--- src/rtl/tbind_pkg.sv ---
`timescale 1ns/1ps
package tbind_pkg;
    localparam int PC_W   = 16;
    localparam int REGS   = 32;
    localparam int BLK    = 4;
    localparam int NBLK   = REGS / BLK;
    localparam int NREG_W = $clog2(REGS + 1);
    localparam int BASE_W = $clog2(REGS);

    typedef struct packed {
        logic [PC_W-1:0]   pc;
        logic [NREG_W-1:0] nregs;
    } thread_t;

    // Block mask covering [base, base+n) rounded out to whole blocks
    function automatic logic [NBLK-1:0] blk_mask(input logic [BASE_W-1:0] base,
                                                 input logic [NREG_W-1:0] n);
        int nb;
        int sb;
        logic [2*NBLK-1:0] w;
        nb = (int'(n) + BLK - 1) / BLK;
        sb = int'(base) / BLK;
        w  = ((2*NBLK)'(1) << nb) - (2*NBLK)'(1);
        w  = w << sb;
        return w[NBLK-1:0];
    endfunction
endpackage

--- src/rtl/tbind_pool.sv ---
`timescale 1ns/1ps
module tbind_pool
    import tbind_pkg::*;
#(
    parameter int DEPTH = 4
) (
    input  logic    clk,
    input  logic    rst_n,
    input  logic    in_valid,
    input  thread_t in_thread,
    output logic    in_ready,
    input  logic    pop,
    output logic    head_valid,
    output thread_t head
);
    localparam int PTR_W = (DEPTH > 1) ? $clog2(DEPTH) : 1;
    localparam int CNT_W = $clog2(DEPTH + 1);

    typedef struct packed {
        thread_t [DEPTH-1:0] mem;
        logic [PTR_W-1:0]    wr;
        logic [PTR_W-1:0]    rd;
        logic [CNT_W-1:0]    cnt;
    } pool_t;

    pool_t st_d, st_q;
    logic  do_push, do_pop;

    assign in_ready   = (st_q.cnt != CNT_W'(DEPTH));
    assign head_valid = (st_q.cnt != '0);
    assign head       = st_q.mem[st_q.rd];

    always_comb begin
        st_d    = st_q;
        do_push = in_valid && in_ready;
        do_pop  = pop && head_valid;
        if (do_push) begin
            st_d.mem[st_q.wr] = in_thread;
            st_d.wr = (st_q.wr == PTR_W'(DEPTH - 1)) ? '0 : st_q.wr + 1'b1;
        end
        if (do_pop) begin
            st_d.rd = (st_q.rd == PTR_W'(DEPTH - 1)) ? '0 : st_q.rd + 1'b1;
        end
        case ({do_push, do_pop})
            2'b10:   st_d.cnt = st_q.cnt + 1'b1;
            2'b01:   st_d.cnt = st_q.cnt - 1'b1;
            default: st_d.cnt = st_q.cnt;
        endcase
    end

    always_ff @(posedge clk) begin
        if (!rst_n) st_q <= '0;
        else        st_q <= st_d;
    end
endmodule

--- src/rtl/tbind_fit.sv ---
`timescale 1ns/1ps
module tbind_fit
    import tbind_pkg::*;
(
    input  logic [NBLK-1:0]   used,
    input  logic [NREG_W-1:0] nregs,
    output logic              fit,
    output logic [BASE_W-1:0] base,
    output logic [NBLK-1:0]   mask
);
    // Descending scan so the lowest fitting start is the one kept
    always_comb begin
        fit  = 1'b0;
        base = '0;
        mask = '0;
        for (int s = NBLK - 1; s >= 0; s--) begin
            logic [NBLK-1:0] m;
            m = blk_mask(BASE_W'(s * BLK), nregs);
            if ((s * BLK + int'(nregs) <= REGS) && ((m & used) == '0)) begin
                fit  = 1'b1;
                base = BASE_W'(s * BLK);
                mask = m;
            end
        end
    end
endmodule

--- src/rtl/tbind_rename.sv ---
`timescale 1ns/1ps
module tbind_rename
    import tbind_pkg::*;
(
    input  logic [BASE_W-1:0] base,
    input  logic [NREG_W-1:0] nregs,
    input  logic [BASE_W-1:0] idx,
    output logic [BASE_W-1:0] phys,
    output logic              ok
);
    assign phys = base + idx;
    assign ok   = (NREG_W'(idx) < nregs);
endmodule

--- src/rtl/thread_binder.sv ---
`timescale 1ns/1ps
module thread_binder
    import tbind_pkg::*;
#(
    parameter int NCPU  = 2,
    parameter int DEPTH = 4
) (
    input  logic                     clk,
    input  logic                     rst_n,
    input  logic                     enq_valid,
    input  logic [PC_W-1:0]          enq_pc,
    input  logic [NREG_W-1:0]        enq_nregs,
    output logic                     enq_ready,
    input  logic [NCPU-1:0]          stall_req,
    output logic [NCPU-1:0]          push_valid,
    output logic [PC_W-1:0]          push_pc,
    output logic [NREG_W-1:0]        push_nregs,
    output logic [BASE_W-1:0]        push_base,
    input  logic [NCPU-1:0]          kill_valid,
    input  logic [NCPU*BASE_W-1:0]   kill_base,
    input  logic [NCPU*NREG_W-1:0]   kill_nregs,
    input  logic [BASE_W-1:0]        ren_base,
    input  logic [NREG_W-1:0]        ren_nregs,
    input  logic [BASE_W-1:0]        ren_idx,
    output logic [BASE_W-1:0]        ren_phys,
    output logic                     ren_ok
);
    localparam int CPU_W = (NCPU > 1) ? $clog2(NCPU) : 1;

    typedef struct packed {
        logic [NCPU-1:0][NBLK-1:0] used;
        logic [CPU_W-1:0]          rr;
    } bind_t;

    bind_t   st_d, st_q;
    thread_t head;
    logic    head_valid;
    logic    pool_pop;
    logic    found;
    int      win;
    logic [NCPU*NBLK-1:0]     used_flat;
    logic [NCPU-1:0]          fit;
    logic [NCPU-1:0]          cand;
    logic [NBLK-1:0]          fit_mask [NCPU];
    logic [BASE_W-1:0]        fit_base [NCPU];

    assign used_flat = st_q.used;

    tbind_pool #(.DEPTH(DEPTH)) u_pool (
        .clk        (clk),
        .rst_n      (rst_n),
        .in_valid   (enq_valid),
        .in_thread  ({enq_pc, enq_nregs}),
        .in_ready   (enq_ready),
        .pop        (pool_pop),
        .head_valid (head_valid),
        .head       (head)
    );

    for (genvar c = 0; c < NCPU; c++) begin : g_cpu
        tbind_fit u_fit (
            .used  (st_q.used[c]),
            .nregs (head.nregs),
            .fit   (fit[c]),
            .base  (fit_base[c]),
            .mask  (fit_mask[c])
        );
        assign cand[c] = stall_req[c] && fit[c] && head_valid;
    end

    tbind_rename u_ren (
        .base  (ren_base),
        .nregs (ren_nregs),
        .idx   (ren_idx),
        .phys  (ren_phys),
        .ok    (ren_ok)
    );

    // Round-robin pick among requesting CPUs that can hold the head
    always_comb begin
        found = 1'b0;
        win   = 0;
        for (int i = 0; i < NCPU; i++) begin
            automatic int cidx = (int'(st_q.rr) + i) % NCPU;
            if (!found && cand[cidx]) begin
                found = 1'b1;
                win   = cidx;
            end
        end
    end

    always_comb begin
        st_d       = st_q;
        push_valid = '0;
        push_valid[win] = found;
        pool_pop   = found;
        push_pc    = head.pc;
        push_nregs = head.nregs;
        push_base  = fit_base[win];
        for (int c = 0; c < NCPU; c++) begin
            logic [NBLK-1:0] set_m;
            logic [NBLK-1:0] clr_m;
            set_m = (found && win == c) ? fit_mask[c] : '0;
            clr_m = kill_valid[c] ? blk_mask(kill_base[c*BASE_W +: BASE_W],
                                             kill_nregs[c*NREG_W +: NREG_W]) : '0;
            st_d.used[c] = (st_q.used[c] | set_m) & ~clr_m;
        end
        if (found) st_d.rr = CPU_W'((win + 1) % NCPU);
    end

    always_ff @(posedge clk) begin
        if (!rst_n) st_q <= '0;
        else        st_q <= st_d;
    end
endmodule

--- config.mk ---
export PLATFORM = sky130hd
export DESIGN_NAME = thread_binder
export DESIGN_NICKNAME = d
export VERILOG_FILES = /design/src/rtl/tbind_pkg.sv /design/src/rtl/tbind_pool.sv /design/src/rtl/tbind_fit.sv /design/src/rtl/tbind_rename.sv /design/src/rtl/thread_binder.sv
export SDC_FILE = /design/constraint.sdc
export NUM_CORES = 1
export LEC_CHECK = 0
export BUFFER_PORTS_ARGS = -buffer_cell sky130_fd_sc_hd__buf_4
export CAP_MARGIN = 30
export CORE_MARGIN = 1
export CORE_UTILIZATION = 60
export CTS_CLUSTER_SIZE = 8
export DETAILED_ROUTE_END_ITERATION = 6
export PLACE_DENSITY_LB_ADDON = 0.08
export SYNTH_ARGS = -nofsm -noshare
export SYNTH_HDL_FRONTEND = slang
export SYNTH_HIERARCHICAL = 1
export SYNTH_SLANG_ARGS = --single-unit
--- constraint.sdc ---
create_clock -name clk -period 10.9 [get_ports clk]
set_clock_uncertainty 0.15 [all_clocks]
set_input_delay 0.545 -clock clk [delete_from_list [all_inputs] [get_ports clk]]
set_output_delay 0.545 -clock clk [all_outputs]
set_load 0.01 [all_outputs]
==> metrics.txt <==
status finished clean; CTS Buf Count 9; Detailed Route Iter0 Violations 921; setup TNS 0 ps; Tot GR Track Use 28.0%; ANT cells 0; total number of vias 9452; placed instance count 1483; simple-gate share of the synthesized area 23.3%; Top FF cell, synth dfxtp_1; Sw Share 52.4%; main combinational cell family by area after synthesis simple AND/OR/NAND/NOR gates; Clock Sinks 112; Nets 1389; switching power 1.68 mW; fin util 66.0%; most used cell, CP ha_1; Post-Synth XOR/XNOR Area 2.26%; Synth Register Bits 112; Yosys cell types 99; P per Cell Area 292 nW/µm²; largest net degree at the start of global routing 69; DR WL/cell 16.7 µm; die area 17600 µm²; Hold Path Depth 2; number of global-route vias before repair 8460; maximum VDD drop 235 µV; drt drc 0; Async SR Flop Fraction 0%; Peak Freq 99.9 MHz; first-pass GRT wire length 40900 µm; Setup crit end kind primary output; period utilisation layout 91.8%; clock buffer depth 2; Yosys top cell area share 21.8%; Worst Path Max Fanout 15; Gate power share 72.9%; register area share after synthesis 21.8%; die height 133 µm; Ports 103; CTS tree yes; biggest cell delay along the critical path 760 ps; CP Class flop to primary output; register share of total power 16.9%; worst rel slew slack 29.9%; initial antenna violation count 0; slowest cell on the critical path mux4_2; Leakage Power 4.20 nW; Reg2Reg Depth 34; post-CTS setup buffers 0; P_int 1.53 mW; post-synthesis adder-cell area fraction 6.00%; clock-pin slew on the worst setup and hold paths 80 ps; Final Hold Violating Endpoints 0; Tot Pwr 3.21 mW; Worst EP arrival 9320 ps; TritonRoute pass-1 iters 5; Post-CTS Hold Buffers 0; post-route ant nets 0; DP HPWL 18100 µm; count leader, synth nand2_1; Critical Path RT 10210 ps; Final Max Slew Viols 0; vias per cell 6.31; grt total ovfl 0; Rows 47; Syn Area/Cell 8.20 µm²; fillcell total 1480; DIE WIDTH 133 µm; RSZ-0062 raised after global routing false; final critical-path required period 10010 ps; Compound-Gate Fraction of Synth Area 22.1%; CP Launch Type flop; CTS Root Cell clkbuf_16; Layout area overhead 7.10%; post-CTS resize count 0; cells after synthesis 1252; synthesis warning total 6; top area cells in the synthesized netlist dfxtp_1, mux2i_1, nand2_1; cell taking the most area after synthesis dfxtp_1; Initial Util 61.7%; Max Cap Viol 0; top cells by count, synth nand2_1, dfxtp_1, mux2i_1, nor2_1, a21oi_1; layout cells sized above 1 16.2%; core area 16600 µm²; mux cell area share after synthesis 16.5%; global placement routability congestion 0.936; EDFF count, synth 0; Clk Latency, worst-skew pair 360 ps; Final Non-Filler Cells 1499; H-tree depth 3; HP Class primary input to flop; post-synthesis cell area 10300 µm²; Clock power frac 10.2%; Buffers on Ports 96; Slew @ Worst Pin 1040 ps; drt total wl 25100 µm; # setup viols final 0
==> placed cells by master, fill, tap and decap left out, drive strengths merged, types with 16 or more instances in the layout <==
| cell type | synthesis | final |
|---|---|---|
| nand2 | 184 | 184 |
| dfxtp | 112 | 112 |
| buf | 54 | 104 |
| mux2i | 103 | 103 |
| nor2 | 87 | 87 |
| a21oi | 75 | 75 |
| o21ai | 49 | 49 |
| inv | 46 | 47 |
| ha | 46 | 46 |
| nand3 | 38 | 38 |
| nor3 | 36 | 36 |
| mux4 | 23 | 23 |
| a31oi | 21 | 21 |
| a211oi | 17 | 17 |
| xnor2 | 16 | 16 |
==> metal layers <==
layer,GRT usage (%),routed length (µm),part of all wire (%)
met1,38.0,11600,46
met2,45.2,11600,46
met3,4.29,1350,5.4
met4,10.0,569,2.3
met5,0,0,0
==> path summary, 6_finish.rpt <==
| path | start | end | slack (ps) |
|---|---|---|---|
| max reg2reg | u_pool/st_q[4] | u_pool/st_q[2] | 1070 |
| max | u_pool/st_q[4] | push_base[3] | 890 |
| min | kill_valid[1] | st_q[16] | 240 |
| min reg2reg | u_pool/st_q[9] | u_pool/st_q[9] | 310 |
==> area by class of cell <==
type                    count  area, µm²  share of cell area (%)
inverters                  46        173                    1.57
multi-input cells        1001       7220                    65.7
repair buffers            104        781                    7.10
clock inverters             7       77.6                   0.706
clock buffers               9        225                    2.05
well taps                 220        275                    2.50
flip-flops and latches    112       2240                    20.4
==> kinds of logic (layout without fill, tap and decap cells) <==
logic type	Yosys count	count (layout)
other	2	4
AO/OA/AOI/OAI	311	311
adder cells (fa/ha/maj)	48	48
XOR/XNOR	23	23
buffers and inverters	141	166
multiplexers	138	138
AND/OR/NAND/NOR	477	477
flip-flops	112	112
==> through the flow <==
stage / hold WS [ps] / setup WS, ps / cell area (µm²)
2_1_floorplan: 282 / 2390 / 10300
3_3_place_gp: 289 / 1350 / 10700
3_5_place_dp: 297 / 1190 / 10700
4_1_cts: 228 / 985 / 11000
5_1_grt: 233 / 170 / 11000
6_report: 245 / 889 / 11000
==> critical path, delay by kind of cell, from the launching register on <==
kind | cells | cell delay, ps
AO/OA/AOI/OAI | 5 | 1210
adder cells (fa/ha/maj) | 5 | 1860
buffers and inverters | 5 | 950
flip-flops | 1 | 660
multiplexers | 2 | 1170
AND/OR/NAND/NOR | 15 | 3090
==> registers in the layout, indices dropped and copies added, names as in the netlist <==
register	flops
st_q	17
u_pool/st_q	95
==> power by group through the flow <==
stage,clock (mW),sequential [mW],combinational [mW]
6_report,0.327,0.542,2.34
5_1_grt,0.351,0.549,2.56
4_1_cts,0.335,0.538,2.29
3_5_place_dp,0,0.547,2.28
3_3_place_gp,0,0.546,2.27
2_1_floorplan,0,0.504,1.88
Note: power is estimated with default switching activity, not from simulation.
